===== src/rtl/csuv_pkg.sv =====
package csuv_pkg;
  // number of channel-status bits collected per block
  localparam int CS_BITS = 48;
  localparam int CS_IDX_W = $clog2(CS_BITS);

  // strobes from control to datapath
  typedef struct packed {
    logic                showLeft;    // lrck entered the left half
    logic                showRight;   // lrck entered the right half
    logic                captWrite;   // store cBit into the capture shadow
    logic                captCommit;  // last capture bit: publish word
    logic [CS_IDX_W-1:0] captIdx;     // shadow bit position for captWrite
  } ctrl_strobe_t;
endpackage


===== src/rtl/csuv_ctrl.sv =====
module csuv_ctrl
  import csuv_pkg::*;
#(
  parameter int BLOCK_FRAMES = 192,
  parameter int BF_PERIODS   = 8
) (
  input  logic         clk,
  input  logic         rstN,
  input  logic         subStb,
  input  logic         subIsLeft,
  input  logic         blkStart,
  input  logic         lrck,
  input  logic         fmtI2s,
  output ctrl_strobe_t stb,
  output logic         bframe
);
  localparam int FRAME_W = $clog2(BLOCK_FRAMES);
  localparam int BF_W    = $clog2(BF_PERIODS + 1);
  localparam logic [FRAME_W-1:0] LAST_FRAME = FRAME_W'(BLOCK_FRAMES - 1);
  localparam logic [FRAME_W-1:0] LAST_CAPT  = FRAME_W'(CS_BITS - 1);

  logic               lrckQ;
  logic               lrckEdge;
  logic               leftLevel;
  logic               enterLeft;
  logic               enterRight;
  logic               leftStb;
  logic               inBlock;
  logic [FRAME_W-1:0] frameIdx;
  logic               blkPend;
  logic [BF_W-1:0]    bfRemain;

  // word clock edge detection and channel decision
  always_ff @(posedge clk) begin
    if (!rstN) lrckQ <= 1'b0;
    else       lrckQ <= lrck;
  end

  assign leftLevel  = ~fmtI2s;
  assign lrckEdge   = lrck ^ lrckQ;
  assign enterLeft  = lrckEdge && (lrck == leftLevel);
  assign enterRight = lrckEdge && (lrck != leftLevel);
  assign leftStb    = subStb && subIsLeft;

  // frame counting within a block
  always_ff @(posedge clk) begin
    if (!rstN) begin
      inBlock  <= 1'b0;
      frameIdx <= '0;
    end else if (leftStb) begin
      if (blkStart) begin
        inBlock  <= 1'b1;
        frameIdx <= '0;
      end else if (inBlock && frameIdx < LAST_FRAME) begin
        frameIdx <= frameIdx + 1'b1;
      end else begin
        inBlock  <= 1'b0;
      end
    end
  end

  // capture strobes
  always_comb begin
    stb.showLeft   = enterLeft;
    stb.showRight  = enterRight;
    stb.captWrite  = 1'b0;
    stb.captIdx    = '0;
    if (leftStb) begin
      if (blkStart) begin
        stb.captWrite = 1'b1;
      end else if (inBlock && frameIdx < LAST_CAPT) begin
        stb.captWrite = 1'b1;
        stb.captIdx   = CS_IDX_W'(frameIdx + 1'b1);
      end
    end
    stb.captCommit = stb.captWrite && (stb.captIdx == CS_IDX_W'(CS_BITS - 1));
  end

  // block-start flag, counted in left-channel entries
  always_ff @(posedge clk) begin
    if (!rstN) begin
      blkPend  <= 1'b0;
      bframe   <= 1'b0;
      bfRemain <= '0;
    end else if (enterLeft) begin
      blkPend <= leftStb && blkStart;
      if (blkPend) begin
        bframe   <= 1'b1;
        bfRemain <= BF_W'(BF_PERIODS);
      end else if (bframe) begin
        if (bfRemain == BF_W'(1)) bframe <= 1'b0;
        bfRemain <= bfRemain - 1'b1;
      end
    end else if (leftStb && blkStart) begin
      blkPend <= 1'b1;
    end
  end
endmodule


===== src/rtl/csuv_dpath.sv =====
module csuv_dpath
  import csuv_pkg::*;
(
  input  logic               clk,
  input  logic               rstN,
  input  ctrl_strobe_t       stb,
  input  logic               subStb,
  input  logic               subIsLeft,
  input  logic               cBit,
  input  logic               uBit,
  input  logic               vBit,
  input  logic               vAlign,
  output logic               cOut,
  output logic               uOut,
  output logic               vOut,
  output logic [CS_BITS-1:0] csReg,
  output logic               csUpdate
);
  localparam int NCH = 2;   // index 0 left, 1 right

  logic [2:0]         pend [NCH];
  logic [2:0]         shown;
  logic [CS_BITS-1:0] shadow;
  logic [CS_BITS-1:0] wrHit;
  logic [CS_BITS-1:0] shadowNext;

  // per-channel side-bit holding registers
  always_ff @(posedge clk) begin
    if (!rstN) begin
      for (int ch = 0; ch < NCH; ch++) pend[ch] <= '0;
    end else if (subStb) begin
      pend[subIsLeft ? 0 : 1] <= {cBit, uBit, vBit};
    end
  end

  assign shown = stb.showLeft ? pend[0] : pend[1];

  // serial outputs
  always_ff @(posedge clk) begin
    if (!rstN) begin
      cOut <= 1'b0;
      uOut <= 1'b0;
      vOut <= 1'b0;
    end else begin
      if (stb.showLeft || stb.showRight) begin
        cOut <= shown[2];
        uOut <= shown[1];
        if (vAlign) vOut <= shown[0];
      end
      if (!vAlign && subStb) vOut <= vBit;
    end
  end

  // one-hot write decode of the capture shadow
  for (genvar b = 0; b < CS_BITS; b++) begin : g_hit
    assign wrHit[b] = stb.captWrite && (stb.captIdx == CS_IDX_W'(b));
  end

  assign shadowNext = (shadow & ~wrHit) | ({CS_BITS{cBit}} & wrHit);

  always_ff @(posedge clk) begin
    if (!rstN) begin
      shadow   <= '0;
      csReg    <= '0;
      csUpdate <= 1'b0;
    end else begin
      shadow   <= shadowNext;
      csUpdate <= stb.captCommit;
      if (stb.captCommit) csReg <= shadowNext;
    end
  end
endmodule


===== src/rtl/csuv_out_unit.sv =====
module csuv_out_unit
  import csuv_pkg::*;
#(
  parameter int BLOCK_FRAMES = 192,
  parameter int BF_PERIODS   = 8
) (
  input  logic               clk,
  input  logic               rstN,
  input  logic               subStb,
  input  logic               subIsLeft,
  input  logic               blkStart,
  input  logic               cBit,
  input  logic               uBit,
  input  logic               vBit,
  input  logic               lrck,
  input  logic               vAlign,
  input  logic               fmtI2s,
  output logic               cOut,
  output logic               uOut,
  output logic               vOut,
  output logic               bframe,
  output logic [CS_BITS-1:0] csReg,
  output logic               csUpdate
);
  ctrl_strobe_t stb;

  csuv_ctrl #(
    .BLOCK_FRAMES(BLOCK_FRAMES),
    .BF_PERIODS  (BF_PERIODS)
  ) u_ctrl (
    .clk      (clk),
    .rstN     (rstN),
    .subStb   (subStb),
    .subIsLeft(subIsLeft),
    .blkStart (blkStart),
    .lrck     (lrck),
    .fmtI2s   (fmtI2s),
    .stb      (stb),
    .bframe   (bframe)
  );

  csuv_dpath u_dpath (
    .clk      (clk),
    .rstN     (rstN),
    .stb      (stb),
    .subStb   (subStb),
    .subIsLeft(subIsLeft),
    .cBit     (cBit),
    .uBit     (uBit),
    .vBit     (vBit),
    .vAlign   (vAlign),
    .cOut     (cOut),
    .uOut     (uOut),
    .vOut     (vOut),
    .csReg    (csReg),
    .csUpdate (csUpdate)
  );
endmodule


===== config.mk =====
export PLATFORM = sky130hd
export DESIGN_NAME = csuv_out_unit
export DESIGN_NICKNAME = d
export VERILOG_FILES = /design/src/rtl/csuv_pkg.sv /design/src/rtl/csuv_ctrl.sv /design/src/rtl/csuv_dpath.sv /design/src/rtl/csuv_out_unit.sv
export SDC_FILE = /design/constraint.sdc
export NUM_CORES = 1
export LEC_CHECK = 0
export BUFFER_PORTS_ARGS = -buffer_cell sky130_fd_sc_hd__buf_4
export CAP_MARGIN = 20
export CORE_MARGIN = 2
export CORE_UTILIZATION = 58
export CTS_CLUSTER_DIAMETER = 100
export DETAILED_ROUTE_END_ITERATION = 6
export PLACE_DENSITY_LB_ADDON = 0.12
export SLEW_MARGIN = 20
export SYNTH_ARGS = -nofsm -noshare
export SYNTH_HDL_FRONTEND = slang
export SYNTH_SLANG_ARGS = --single-unit

===== constraint.sdc =====
create_clock -name clk -period 3.3 [get_ports clk]
set_input_delay 0.165 -clock clk [delete_from_list [all_inputs] [get_ports clk]]
set_output_delay 0.165 -clock clk [all_outputs]
set_load 0.02 [all_outputs]

# Yosys cells after proc, flatten, opt, wreduce, memory -nomap -nowiden
# Memory sizes are Yosys's and may differ from the RTL's.
# Index checks and enable logic that the tools add are counted.
# W data, S select, Z words.
# totals
n_memories	1
input_bits	11
elab_cells	171
regBits	116
ramBits	6
output_inout_bits	53
# mem_list
name	depth	width	rd	rd_clocked_by_memory_dff	write_ports	line_no	source
u_dpath.pend	2	3	2	0	2	csuv_dpath.sv:21	logic [2:0] pend [NCH];
# classes
magnitude_cmp	2
n_reduce_logical	68
add_sub_neg	2
eq_ne	51
mux	29
n_bitwise	6
# op_table
op	count
$and A48 B48 Y48	2
$eq A6 B5 Y1 const B	16
$eq A6 B6 Y1 const B	16
$logic_and A1 B1 Y1	55
$eq A6 B4 Y1 const B	8
$not A48 Y48	1
$or A48 B48 Y48	1
$eq A6 B3 Y1 const B	4
$mux W1	20
$mux W6	3
$mux W8	2
$eq A6 B2 Y1 const B	2
$reduce_bool A2 Y1	5
$add A8 B1 Y8 const B	1
$lt A8 B6 Y1 const B	1
$lt A8 B8 Y1 const B	1
$mux W4	2
$reduce_and A2 Y1	4
$eq A6 B1 Y1 const B	1
$logic_not A6 Y1	1
$mux W3	2
$eq A4 B1 Y1 const B	1
$sub A4 B1 Y4 const B	1
$reduce_or A3 Y1	1
7 further kinds	7

# Depth between registers and ports, before layout
# Gate-level depths: netlist (run 1).
# logic_depth
depth_word	10
ltp_mapped	10
mapped_depth_nobuf	6

# Hierarchy
# Synthesis (run 1) repeated with hierarchy kept, for this count alone.
# unflattened
cells_unflattened	593
hier_area_um2	5378.9
# by_module_without_submodules
mod	cells_per_inst	seq_area_each_um2	area_per_inst_um2	n_inst
csuv_dpath	459	2182.1	4359.2	1
csuv_ctrl	134	320.3	1019.7	1

# Least setup slack after synthesis (run 1)
# OpenSTA, ideal clock, no wires.
# synth_path
path_kind	register to register
startpoint	reg u_ctrl.frameIdx[0]
endpoint	reg u_dpath.csReg[12]
slack_ns	0.987
stages_incl_launch_ff	11
n_path_buf	4
synth_period_minus_slack_ns	2.313
required_time_ns	3.166
setup_ns	0.134
arrival_ns	2.179
path_cell_list	dfxtp_1 ha_1 clkbuf_1 and4_1 or4_1 buf_2 a211oi_2 and2_1 buf_4 buf_6 a211oi_1
# synth_between
elab_chain_cells	10
elab_cells_between_ends	17
classes_between	1 x add/sub; 1 x order compare; 2 x eq/ne; 6 x mux; 4 x bitwise; 3 x reduce/logical
# synth_lines
element	line_no	source
from (decl)	csuv_ctrl.sv:29	logic [FRAME_W-1:0] frameIdx;
from (signal assigned)	csuv_ctrl.sv:55	frameIdx <= frameIdx + 1'b1;
$lt A8 B6 Y1	csuv_ctrl.sv:71	end else if (inBlock && frameIdx < LAST_CAPT) begin
$logic_and A1 B1 Y1	csuv_ctrl.sv:71	
$mux W6	csuv_ctrl.sv:71	
$mux W6	csuv_ctrl.sv:69	if (blkStart) begin
$mux W6	csuv_ctrl.sv:68	if (leftStb) begin
$eq A6 B4 Y1	csuv_dpath.sv:56	assign wrHit[b] = stb.captWrite && (stb.captIdx == CS_IDX_W'(b));
$logic_and A1 B1 Y1	csuv_dpath.sv:56	
$not A48 Y48	csuv_dpath.sv:59	assign shadowNext = (shadow & ~wrHit) | ({CS_BITS{cBit}} & wrHit);
$and A48 B48 Y48	csuv_dpath.sv:59	
$or A48 B48 Y48	csuv_dpath.sv:59	
to (signal assigned)	csuv_dpath.sv:69	if (stb.captCommit) csReg <= shadowNext;
to (decl)	csuv_dpath.sv:16	output logic [CS_BITS-1:0] csReg,
# Several ways; a longest one is shown, not always the timed one.
# A chain may end at the register's enable or synchronous reset.

# Worst setup path after layout (run 1)
# layout_path
startpoint	reg u_ctrl.frameIdx[0]
endpoint	reg u_dpath.csReg[10]
# Same word-level chain as after synthesis.

==> key figures, run 1 <==
STA
  • Fmax: 0.332 GHz
  • Worst setup margin: 0.291 ns
  • Clk_skew: 0.00732 ns
  • Slew headroom: 35.8%
  • Final min period: 3.01 ns
  • RSZ-0062 raised after global routing: no
  • Slew @ Worst Pin: 0.962 ns
  • Setup TNS: 0 ns
  • Crit share post-route: 91.2%
  • Setup violations, final: 0
  • Hold Fails Final Rpt: 0
  • Max Slew Vio Count: 0

Power and ir drop
  • Total power: 0.00350 W
  • Leak: 2.36 nW
  • Cell Pwr Density: 524 nW/um^2
  • Worst VDD drop: 0.318 mV

Detailed routing
  • Vias/cell: 6.25
  • Met1 WL: 6840 um
  • Total number of vias: 5247
  • Met3 WL post-DR: 1000 um
  • Post-route ant nets: 0
  • Number of DRC markers in iteration 0: 462
  • Max layer used: met4
  • Post-route DRC: 0
  • Met2 WL: 7030 um
  • Post-Route WL: 15100 um
  • Routed WL per cell: 18.0 um
  • First-pass DRT Iterations: 5

Setup path
  • Worst setup SP type: register
  • Crit. End Element: register
  • Crit path required time: 3.67 ns
  • Crit path launch: u_ctrl.frameIdx[0]$_SDFFE_PN0P_
  • Setup Crit Path Kind: register to register
  • FF-to-FF Start: u_ctrl.frameIdx[0]$_SDFFE_PN0P_
  • Worst-path maximum fanout: 31
  • Critical Path AT: 3.38 ns

Hold path
  • Worst min path class: primary input to register
  • Worst Hold Launch: subStb

Flow run
  • Max Cap Violations: 0

Die
  • Die Span Y: 102 um
  • Initial Util: 59.8%
  • I/O pins: 64
  • Die area: 10300 um^2
  • Core footprint: 9240 um^2
  • Width of the die: 102 um
  • Rows: 35

Synthesis
  • Unique masters post-synth: 61
  • Share of flip-flops with an asynchronous set or reset: 0%
  • YS warnings: 0
  • Flip-flop and latch count after synthesis: 121
  • Top cell type's share of synthesized area: 41.6%
  • Synthesized cell area: 5530 um^2
  • Syn_nets: 665
  • Mapped Avg Cell Area: 8.49 um^2
  • Primary FF master, synth: dfxtp_1
  • Post-synth EDFFs: 6
  • Top post-synthesis cells by area: dfxtp_1 (42%), a21oi_1 (7.8%), nand3_1 (5.8%), o21ai_0 (5.7%), mux2i_1 (3.8%)
  • Sequential element share of the synthesized area: 44.9%
  • Gate Count Post-Synth: 651
  • Cell taking the most area after synthesis: dfxtp_1

GRT
  • Overall routing resource usage: 30.1%
  • Vias in the first global route: 4793
  • Initial antenna violation count: 0
  • Largest net degree at the start of global routing: 52
  • Overflow after GRT: 0
  • First-pass GRT wire length: 24100 um

Place
  • Final HPWL DP: 9900 um
  • Setup WS pre-CTS: 0.338 ns
  • # port buffers: 63
  • GPL Wtd Cong: 0.939
  • Placed Area: 6050 um^2

Layout
  • Final nets: 711
  • N_diodes: 0
  • Syn-to-layout area delta: 21.1%
  • Fill cell count: 679
  • Post-route core utilization: 72.4%
  • Cell area after layout: 6690 um^2
  • Layout cell share with drive strength beyond 1: 17.0%

Clock tree
  • Post-CTS setup buffer count: 0
  • # hold bufs at CTS: 4
  • CTS root buffer: clkbuf_8
  • Later-pin clock latency in the skew report: 0.53 ns
  • # H-tree levels: 4
  • Clock buffer depth: 2
  • CTS Buf Count: 17
  • TritonCTS Sinks: 121
  • Clock transition at the registers of the reported paths: 0.06 ns
  • CTS resizes: 0
  • CTS tree: yes

Run status
  • Status: complete, no violations
==> placed cells by master (no fill, tap or decap), types with 16 or more instances in the layout <==
| cell | n |
|---|---|
| nor2_1 | 22 |
| clkbuf_16 | 16 |
| mux2i_1 | 21 |
| buf_4 | 81 |
| a211oi_1 | 18 |
| nand3_1 | 64 |
| dfxtp_1 | 115 |
| a21oi_1 | 86 |
| o21ai_0 | 63 |
| nand2_1 | 43 |
==> worst paths after layout <==
kind / endpoint / slack, ns / cells after the start
setup reg to reg: u_dpath.csReg[10]$_SDFFE_PN0P_ / 0.29 / 6
setup / recovery: u_dpath.csReg[10]$_SDFFE_PN0P_ / 0.29 / 6
hold / removal: u_dpath.vOut$_SDFFE_PN0P_ / 0.03 / 4
hold reg to reg: u_dpath.csReg[27]$_SDFFE_PN0P_ / 0.46 / 2
==> logic make-up (layout without fill, tap and decap cells) <==
kind of cell               after synthesis  count (layout)  synth area share [%]
DFF                                    121             121                  44.9
adders and majority gates                3               3                 0.679
AOI/OAI and AO/OA                      224             224                  24.7
buffers and inverters                   67             126                  5.27
muxes                                   22              22                  4.01
xor gates and xnor gates                 6               6                 0.951
and+or+nand+nor                        208             208                  19.5
==> worst max-delay path, cell delays in order (launching register included) <==
cell     delay, ns
dfxtp_1       0.56
ha_1          0.41
and3_1        0.29
mux2_2        0.51
a211o_1       0.65
o21ai_0       0.31
a21oi_1       0.10
==> metal layers <==
metal	GRT usage (%)	vias up
met5	0	-
met4	10.6	0
met3	7.32	23
met2	47.0	210
li1	-	2520
met1	40.6	2494
==> Yosys cell counts, drive strengths merged (3+ instances only) <==
cell type	n
or3	14
o22ai	4
nand2b	9
a21o	4
nor4	5
nand4	11
and3	5
inv	9
a21oi	86
a211o	5
buf	19
and4	4
xnor2	5
dfxtp	115
clkbuf	39
o21ai	65
mux2i	21
a211oi	20
nand2	43
o211ai	3
nor3	13
o41ai	7
edfxtp	6
ha	3
and2	4
or4	3
nand3	64
nor2	22
o311ai	7
o31ai	4
nor2b	5
==> flip-flops by register name, summed over array words and instances, names as in the netlist <==
name              count
u_ctrl.bfRemain       4
u_ctrl.bframe         1
u_ctrl.blkPend        1
u_ctrl.frameIdx       8
u_ctrl.inBlock        1
u_ctrl.lrckQ          1
u_dpath.cOut          1
u_dpath.csReg        48
u_dpath.csUpdate      1
u_dpath.pend          6
u_dpath.shadow       47
u_dpath.uOut          1
u_dpath.vOut          1
==> where the power goes <==
group	leakage (nW)	total, W	internal (W)	switching, W
sequential	0.988	0.00150	0.00149	0.00000903
combinational	1.08	0.000114	0.0000360	0.0000785
clock	0.292	0.00189	0.00117	0.000727
total	2.36	0.00350	0.00269	0.000815
==> per-stage QoR <==
| stage | hold slack (ns) | instances |
|---|---|---|
| CTS | 0.0165 | 839 |
| global route | 0.0527 | 839 |
| finish | 0.0334 | 839 |
| global placement | 0.402 | 803 |
| detailed placement | 0.410 | 803 |
| floorplan | 0.292 | 651 |
==> area by class of cell <==
cell class	count	area, um^2	share of cell area [%]
clock inverters	15	189	2.82
well taps	129	161	2.41
repair buffers	85	648	9.68
multi-input cells	463	2760	41.3
inverters	9	33.8	0.505
flip-flops and latches	121	2480	37.1
clock buffers	17	414	6.19
No activity file was read; power rests on OpenSTA's default activity.
==> run 2, diff against run 1 <==
--- a/config.mk
+++ b/config.mk
@@ -7,10 +7,13 @@
 export LEC_CHECK = 0
 export BUFFER_PORTS_ARGS = -buffer_cell sky130_fd_sc_hd__buf_4
 export CAP_MARGIN = 20
+export CELL_PAD_IN_SITES_DETAIL_PLACEMENT = 1
+export CELL_PAD_IN_SITES_GLOBAL_PLACEMENT = 2
 export CORE_MARGIN = 2
-export CORE_UTILIZATION = 58
+export CORE_UTILIZATION = 35
 export CTS_CLUSTER_DIAMETER = 100
 export DETAILED_ROUTE_END_ITERATION = 6
+export GPL_ROUTABILITY_DRIVEN = 1
 export PLACE_DENSITY_LB_ADDON = 0.12
 export SLEW_MARGIN = 20
 export SYNTH_ARGS = -nofsm -noshare
==> run 2 against run 1 <==
Against the previous run: via count decreased by 0.51%; sequential power about the same; combinational power about the same; clock power barely moved.
==> key figures, run 2 (synthesis gave the netlist of run 1 again) <==
Run status
  • Status: complete, no violations

Power and ir drop
  • Cell Pwr Density: 515 nW/um^2
  • NetSw: 0.000769 W
  • Sequential power share: 42.6%
  • Total power: 0.00352 W
  • Pint: 0.00275 W
  • Combinational share of power: 3.3%
  • Clk pwr share: 54.1%
  • Sw frac: 21.9%
  • Leak: 2.37 nW
  • Worst VDD drop: 0.348 mV

Setup path
  • Cells along the critical path: ha_1, and3_1, mux2_2, a211oi_4, a21oi_1, a211oi_1
  • Critical Path AT: 3.41 ns
  • Crit path required time: 3.61 ns
  • Worst Reg-to-Reg Cells: 6
  • Crit-path slowest cell: a211oi_4
  • Crit. End Element: register
  • Setup Crit Path Kind: register to register
  • Worst setup SP type: register
  • Worst-path maximum fanout: 16
  • Max incr delay on CP: 0.70 ns

Layout
  • Syn-to-layout area delta: 23.4%
  • Most common cell after layout, fill and taps aside: dfxtp_1
  • Final nets: 712
  • Largest Register: u_dpath.csReg
  • Cell area after layout: 6820 um^2
  • Regs by FF count: u_dpath.csReg x48, u_dpath.shadow x47, u_ctrl.frameIdx x8
  • Most frequent cells in the layout: dfxtp_1 (115), a21oi_1 (86), buf_4 (83)
  • Max reg flops: 48
  • Layout cell share with drive strength beyond 1: 17.3%
  • N_diodes: 0
  • Fill cell count: 1824

STA
  • Hold Slack: 0.0852 ns
  • Hold Fails Final Rpt: 0
  • Setup violations, final: 0
  • Clk_skew: 0.00811 ns
  • Slew headroom: 45.7%
  • RSZ-0062 raised after global routing: no
  • Final min period: 3.10 ns
  • Setup TNS: 0 ns
  • Slew @ Worst Pin: 0.813 ns
  • Fmax: 0.323 GHz
  • Max Slew Vio Count: 0
  • Crit share post-route: 93.8%

GRT
  • First-pass GRT wire length: 28000 um
  • Overall routing resource usage: 21.6%
  • Vias in the first global route: 5191
  • Overflow after GRT: 0
  • Initial antenna violation count: 0
  • Largest net degree at the start of global routing: 47

Place
  • # port buffers: 63
  • Placed Area: 6210 um^2
  • GPL Wtd Cong: 0.848
  • Final HPWL DP: 11800 um

Clock tree
  • TritonCTS Sinks: 121
  • Clock buffer depth: 2
  • Later-pin clock latency in the skew report: 0.42 ns
  • CTS tree: yes
  • Post-CTS setup buffer count: 0
  • CTS root buffer: clkbuf_16
  • CTS Buf Count: 17
  • Clock transition at the registers of the reported paths: 0.06 ns
  • CTS resizes: 0
  • # H-tree levels: 4

Detailed routing
  • Vias/cell: 5.66
  • Routed WL per cell: 19.0 um
  • Post-Route WL: 17500 um
  • Number of DRC markers in iteration 0: 323
  • Post-route DRC: 0
  • First-pass DRT Iterations: 5
  • Total number of vias: 5220
  • Post-route ant nets: 0

Die
  • Width of the die: 130 um
  • Die area: 16800 um^2
  • Core footprint: 15300 um^2
  • Initial Util: 36.1%
  • Die Span Y: 130 um
  • Rows: 45
  • I/O pins: 64

Hold path
  • Worst hold path depth: 4
  • Worst min path class: primary input to register

Flow run
  • Max Cap Violations: 0
==> run 2: changes by cell type in the layout (fill, tap and decap cells not counted), sizes merged <==
cell	change
buf	+4
clkbuf	+4
clkinvlp	+1
dlygate4sd3	-3
inv	-5
==> run 2: metrics by stage <==
step / utilization (%) / worst slack [ns] / std cells
after floorplan: - / 0.987 / 651
after global placement: 40.5 / 0.438 / 889
after detailed placement: 40.5 / 0.327 / 889
after CTS: 44.6 / 0.261 / 922
after global routing: 44.6 / 0.0253 / 922
final: 44.6 / 0.204 / 922
==> run 2: repair_timing <==
| action | CTS | global route |
|---|---|---|
| endpoints found under the setup margin | 0 | 0 |
| endpoints found under the hold margin | 1 | 0 |
| hold buffers | 1 | 0 |
==> run 2: worst paths after layout <==
path	startpoint	endpoint	slack [ns]
worst max-delay path	u_ctrl.frameIdx[0]$_SDFFE_PN0P_	u_dpath.csReg[15]$_SDFFE_PN0P_	0.20
worst min-delay path	vAlign	u_dpath.vOut$_SDFFE_PN0P_	0.09
worst max register to register	u_ctrl.frameIdx[0]$_SDFFE_PN0P_	u_dpath.csReg[15]$_SDFFE_PN0P_	0.20
worst min register to register	u_dpath.shadow[41]$_SDFF_PN0_	u_dpath.csReg[41]$_SDFFE_PN0P_	0.46
==> run 2: power groups by stage <==
stage                     logic [W]  registers (W)  clock network (W)
after floorplan           0.0000677        0.00153                  0
after global placement     0.000114        0.00153                  0
after detailed placement   0.000116        0.00153                  0
after CTS                  0.000118        0.00150            0.00194
after global routing       0.000129        0.00150            0.00202
final                      0.000117        0.00150            0.00190
==> run 2: final cells by class <==
class | instances | area (um^2) | share of cell area (%)
Tap cell | 211 | 264 | 3.87
Inverter | 9 | 33.8 | 0.495
Sequential cell | 121 | 2480 | 36.4
Timing Repair Buffer | 86 | 673 | 9.87
Multi-Input combinational cell | 463 | 2760 | 40.5
Clock inverter | 11 | 145 | 2.13
Clock buffer | 21 | 460 | 6.75
==> run 2: routing by layer <==
layer,global-route usage [%],wire length [um],up-vias
met4,6.33,220,0
li1,-,-,2524
met5,0,0,-
met1,30.7,8730,2583
met3,4.38,676,18
met2,33.3,7900,95
==> run 2: worst max-delay path, delay by kind of cell (launching register included) <==
kind	cells	cell delay [ns]
AND/OR/NAND/NOR	1	0.30
flip-flops	1	0.58
adder cells (fa/ha/maj)	1	0.43
multiplexers	1	0.53
AO/OA/AOI/OAI	3	1.13
==> run 3, diff against run 2 <==
--- a/config.mk
+++ b/config.mk
@@ -10,11 +10,12 @@
 export CELL_PAD_IN_SITES_DETAIL_PLACEMENT = 1
 export CELL_PAD_IN_SITES_GLOBAL_PLACEMENT = 2
 export CORE_MARGIN = 2
-export CORE_UTILIZATION = 35
+export CORE_UTILIZATION = 30
 export CTS_CLUSTER_DIAMETER = 100
 export DETAILED_ROUTE_END_ITERATION = 6
 export GPL_ROUTABILITY_DRIVEN = 1
 export PLACE_DENSITY_LB_ADDON = 0.12
+export REMOVE_ABC_BUFFERS = 1
 export SLEW_MARGIN = 20
 export SYNTH_ARGS = -nofsm -noshare
 export SYNTH_HDL_FRONTEND = slang
==> run 3 against run 2 <==
Against the previous run: power is 3.6% lower; setup slack better by 0.27 ns; global-route usage is 3.1 points lower; die area is 16% higher; clock skew is 0.0028 ns lower; design area hardly changed; sequential power hardly changed; utilization is 6.7 points lower; count of clock-buffer cells in the layout stayed put; flip-flop and latch count stayed put; hold slack worse by 0.019 ns; critical endpoint is now u_dpath.csReg[25]$_SDFFE_PN0P_; largest power group unchanged; highest routed layer unchanged.
==> key figures, run 3 (synthesis gave the netlist of run 1 again) <==
GRT
  • Overflow after GRT: 0
  • First-pass GRT wire length: 28700 um
  • Overall routing resource usage: 18.5%
  • Initial antenna violation count: 0
  • Vias in the first global route: 5190
  • Largest net degree at the start of global routing: 52

Layout
  • Most frequent cells in the layout: dfxtp_1 (115), buf_4 (87), a21oi_1 (86)
  • Syn-to-layout area delta: 23.4%
  • Fill cell count: 2137
  • N_diodes: 0
  • Cell area after layout: 6820 um^2
  • Regs by FF count: u_dpath.csReg x48, u_dpath.shadow x47, u_ctrl.frameIdx x8
  • Layout cell share with drive strength beyond 1: 17.8%
  • Largest Register: u_dpath.csReg
  • Max reg flops: 48
  • Final nets: 715
  • Post-route core utilization: 37.8%
  • Most common cell after layout, fill and taps aside: dfxtp_1

Clock tree
  • CTS tree: yes
  • TritonCTS Sinks: 121
  • Clock buffer depth: 2
  • CTS Buf Count: 17
  • Post-CTS setup buffer count: 0
  • Later-pin clock latency in the skew report: 0.42 ns
  • Clock transition at the registers of the reported paths: 0.05 ns
  • # hold bufs at CTS: 1
  • # H-tree levels: 4
  • CTS root buffer: clkbuf_16
  • CTS resizes: 0

STA
  • Final min period: 2.83 ns
  • Hold Slack: 0.0660 ns
  • Setup violations, final: 0
  • Crit share post-route: 85.6%
  • Slew @ Worst Pin: 0.964 ns
  • Clk_skew: 0.00535 ns
  • Fmax: 0.354 GHz
  • Worst setup margin: 0.474 ns
  • Slew headroom: 35.7%
  • Max Slew Vio Count: 0
  • RSZ-0062 raised after global routing: no
  • Hold Fails Final Rpt: 0

Detailed routing
  • Post-Route WL: 17900 um
  • Vias/cell: 5.48
  • Number of DRC markers in iteration 0: 242
  • Routed WL per cell: 19.0 um
  • Post-route DRC: 0
  • Post-route ant nets: 0
  • Total number of vias: 5166
  • First-pass DRT Iterations: 4

Hold path
  • Worst min path class: primary input to register

Place
  • Final HPWL DP: 12200 um
  • Placed Area: 6240 um^2
  • Setup WS pre-CTS: 0.497 ns
  • # port buffers: 63
  • GPL Wtd Cong: 0.846

Setup path
  • Crit path required time: 3.65 ns
  • Delay-heaviest family, CP: multiplexers
  • Worst-path maximum fanout: 15
  • Setup Crit Path Kind: register to register
  • Crit path buffers/inverters: 1
  • Critical Path AT: 3.17 ns
  • Max incr delay on CP: 0.52 ns
  • Crit. End Element: register
  • Cells along the critical path: ha_1, and3_1, mux2_2, a211oi_4, and2_1, buf_12, mux2i_1
  • Worst setup SP type: register
  • Crit-path slowest cell: mux2_2

Die
  • Die Span Y: 140 um
  • Width of the die: 140 um
  • Die area: 19500 um^2
  • Initial Util: 30.7%
  • Rows: 49
  • I/O pins: 64
  • Core footprint: 18000 um^2

Run status
  • Status: complete, no violations

Power and ir drop
  • Worst VDD drop: 0.355 mV
  • Leak: 2.36 nW
  • Cell Pwr Density: 497 nW/um^2

Flow run
  • Max Cap Violations: 0
[run 3: changes by cell type in the layout (fill, tap and decap cells not counted)]
cell,before,now
clkbuf_1,2,1
clkbuf_8,2,3
buf_4,83,87
buf_12,2,1
clkinvlp_4,3,5
clkinv_4,1,0
nor2b_2,1,0
clkinv_2,3,4
nor2b_4,0,1
bufinv_16,3,1
[run 3: final cells by class]
type | instances | area [um^2] | share of cell area, %
Inverter | 9 | 33.8 | 0.495
Clock buffer | 21 | 470 | 6.90
Tap cell | 229 | 287 | 4.20
Multi-Input combinational cell | 463 | 2770 | 40.6
Clock inverter | 11 | 96.3 | 1.41
Sequential cell | 121 | 2480 | 36.4
Timing Repair Buffer | 89 | 683 | 10.0
[run 3: path summary, 6_finish.rpt]
path | cells past startpoint | to | from | slack [ns]
worst min register to register | 2 | u_dpath.csReg[26]$_SDFFE_PN0P_ | u_dpath.csReg[26]$_SDFFE_PN0P_ | 0.46
worst max register to register | 7 | u_dpath.csReg[25]$_SDFFE_PN0P_ | u_ctrl.frameIdx[1]$_SDFFE_PN0P_ | 0.47
worst max-delay path | 7 | u_dpath.csReg[25]$_SDFFE_PN0P_ | u_ctrl.frameIdx[1]$_SDFFE_PN0P_ | 0.47
worst min-delay path | 4 | u_dpath.vOut$_SDFFE_PN0P_ | vAlign | 0.07
[run 3: where the power goes]
part	switching [W]	total, W	internal [W]
clock	0.000689	0.00178	0.00109
sequential	0.00000766	0.00149	0.00149
combinational	0.0000810	0.000116	0.0000349
total	0.000778	0.00339	0.00261
[run 3: through the flow]
| step | total power, W | TNS, ns | std cells |
|---|---|---|---|
| after floorplan | 0.00158 | -10.85 | 593 |
| after global placement | 0.00164 | 0 | 910 |
| after detailed placement | 0.00164 | 0 | 910 |
| after CTS | 0.00343 | 0 | 943 |
| after global routing | 0.00352 | 0 | 943 |
| final | 0.00339 | 0 | 943 |
[run 3: per-layer routing]
layer / track usage, % / wire [um]
met1: 24.7 / 8560
met2: 29.8 / 8340
met3: 3.41 / 656
met4: 6.95 / 324
met5: 0 / 0
[run 3: worst min-delay path: cells and delay by family]
| kind | cells | cell delay (ns) |
|---|---|---|
| buf+inv | 1 | 0.08 |
| compound gates | 1 | 0.05 |
| simple gates | 2 | 0.14 |
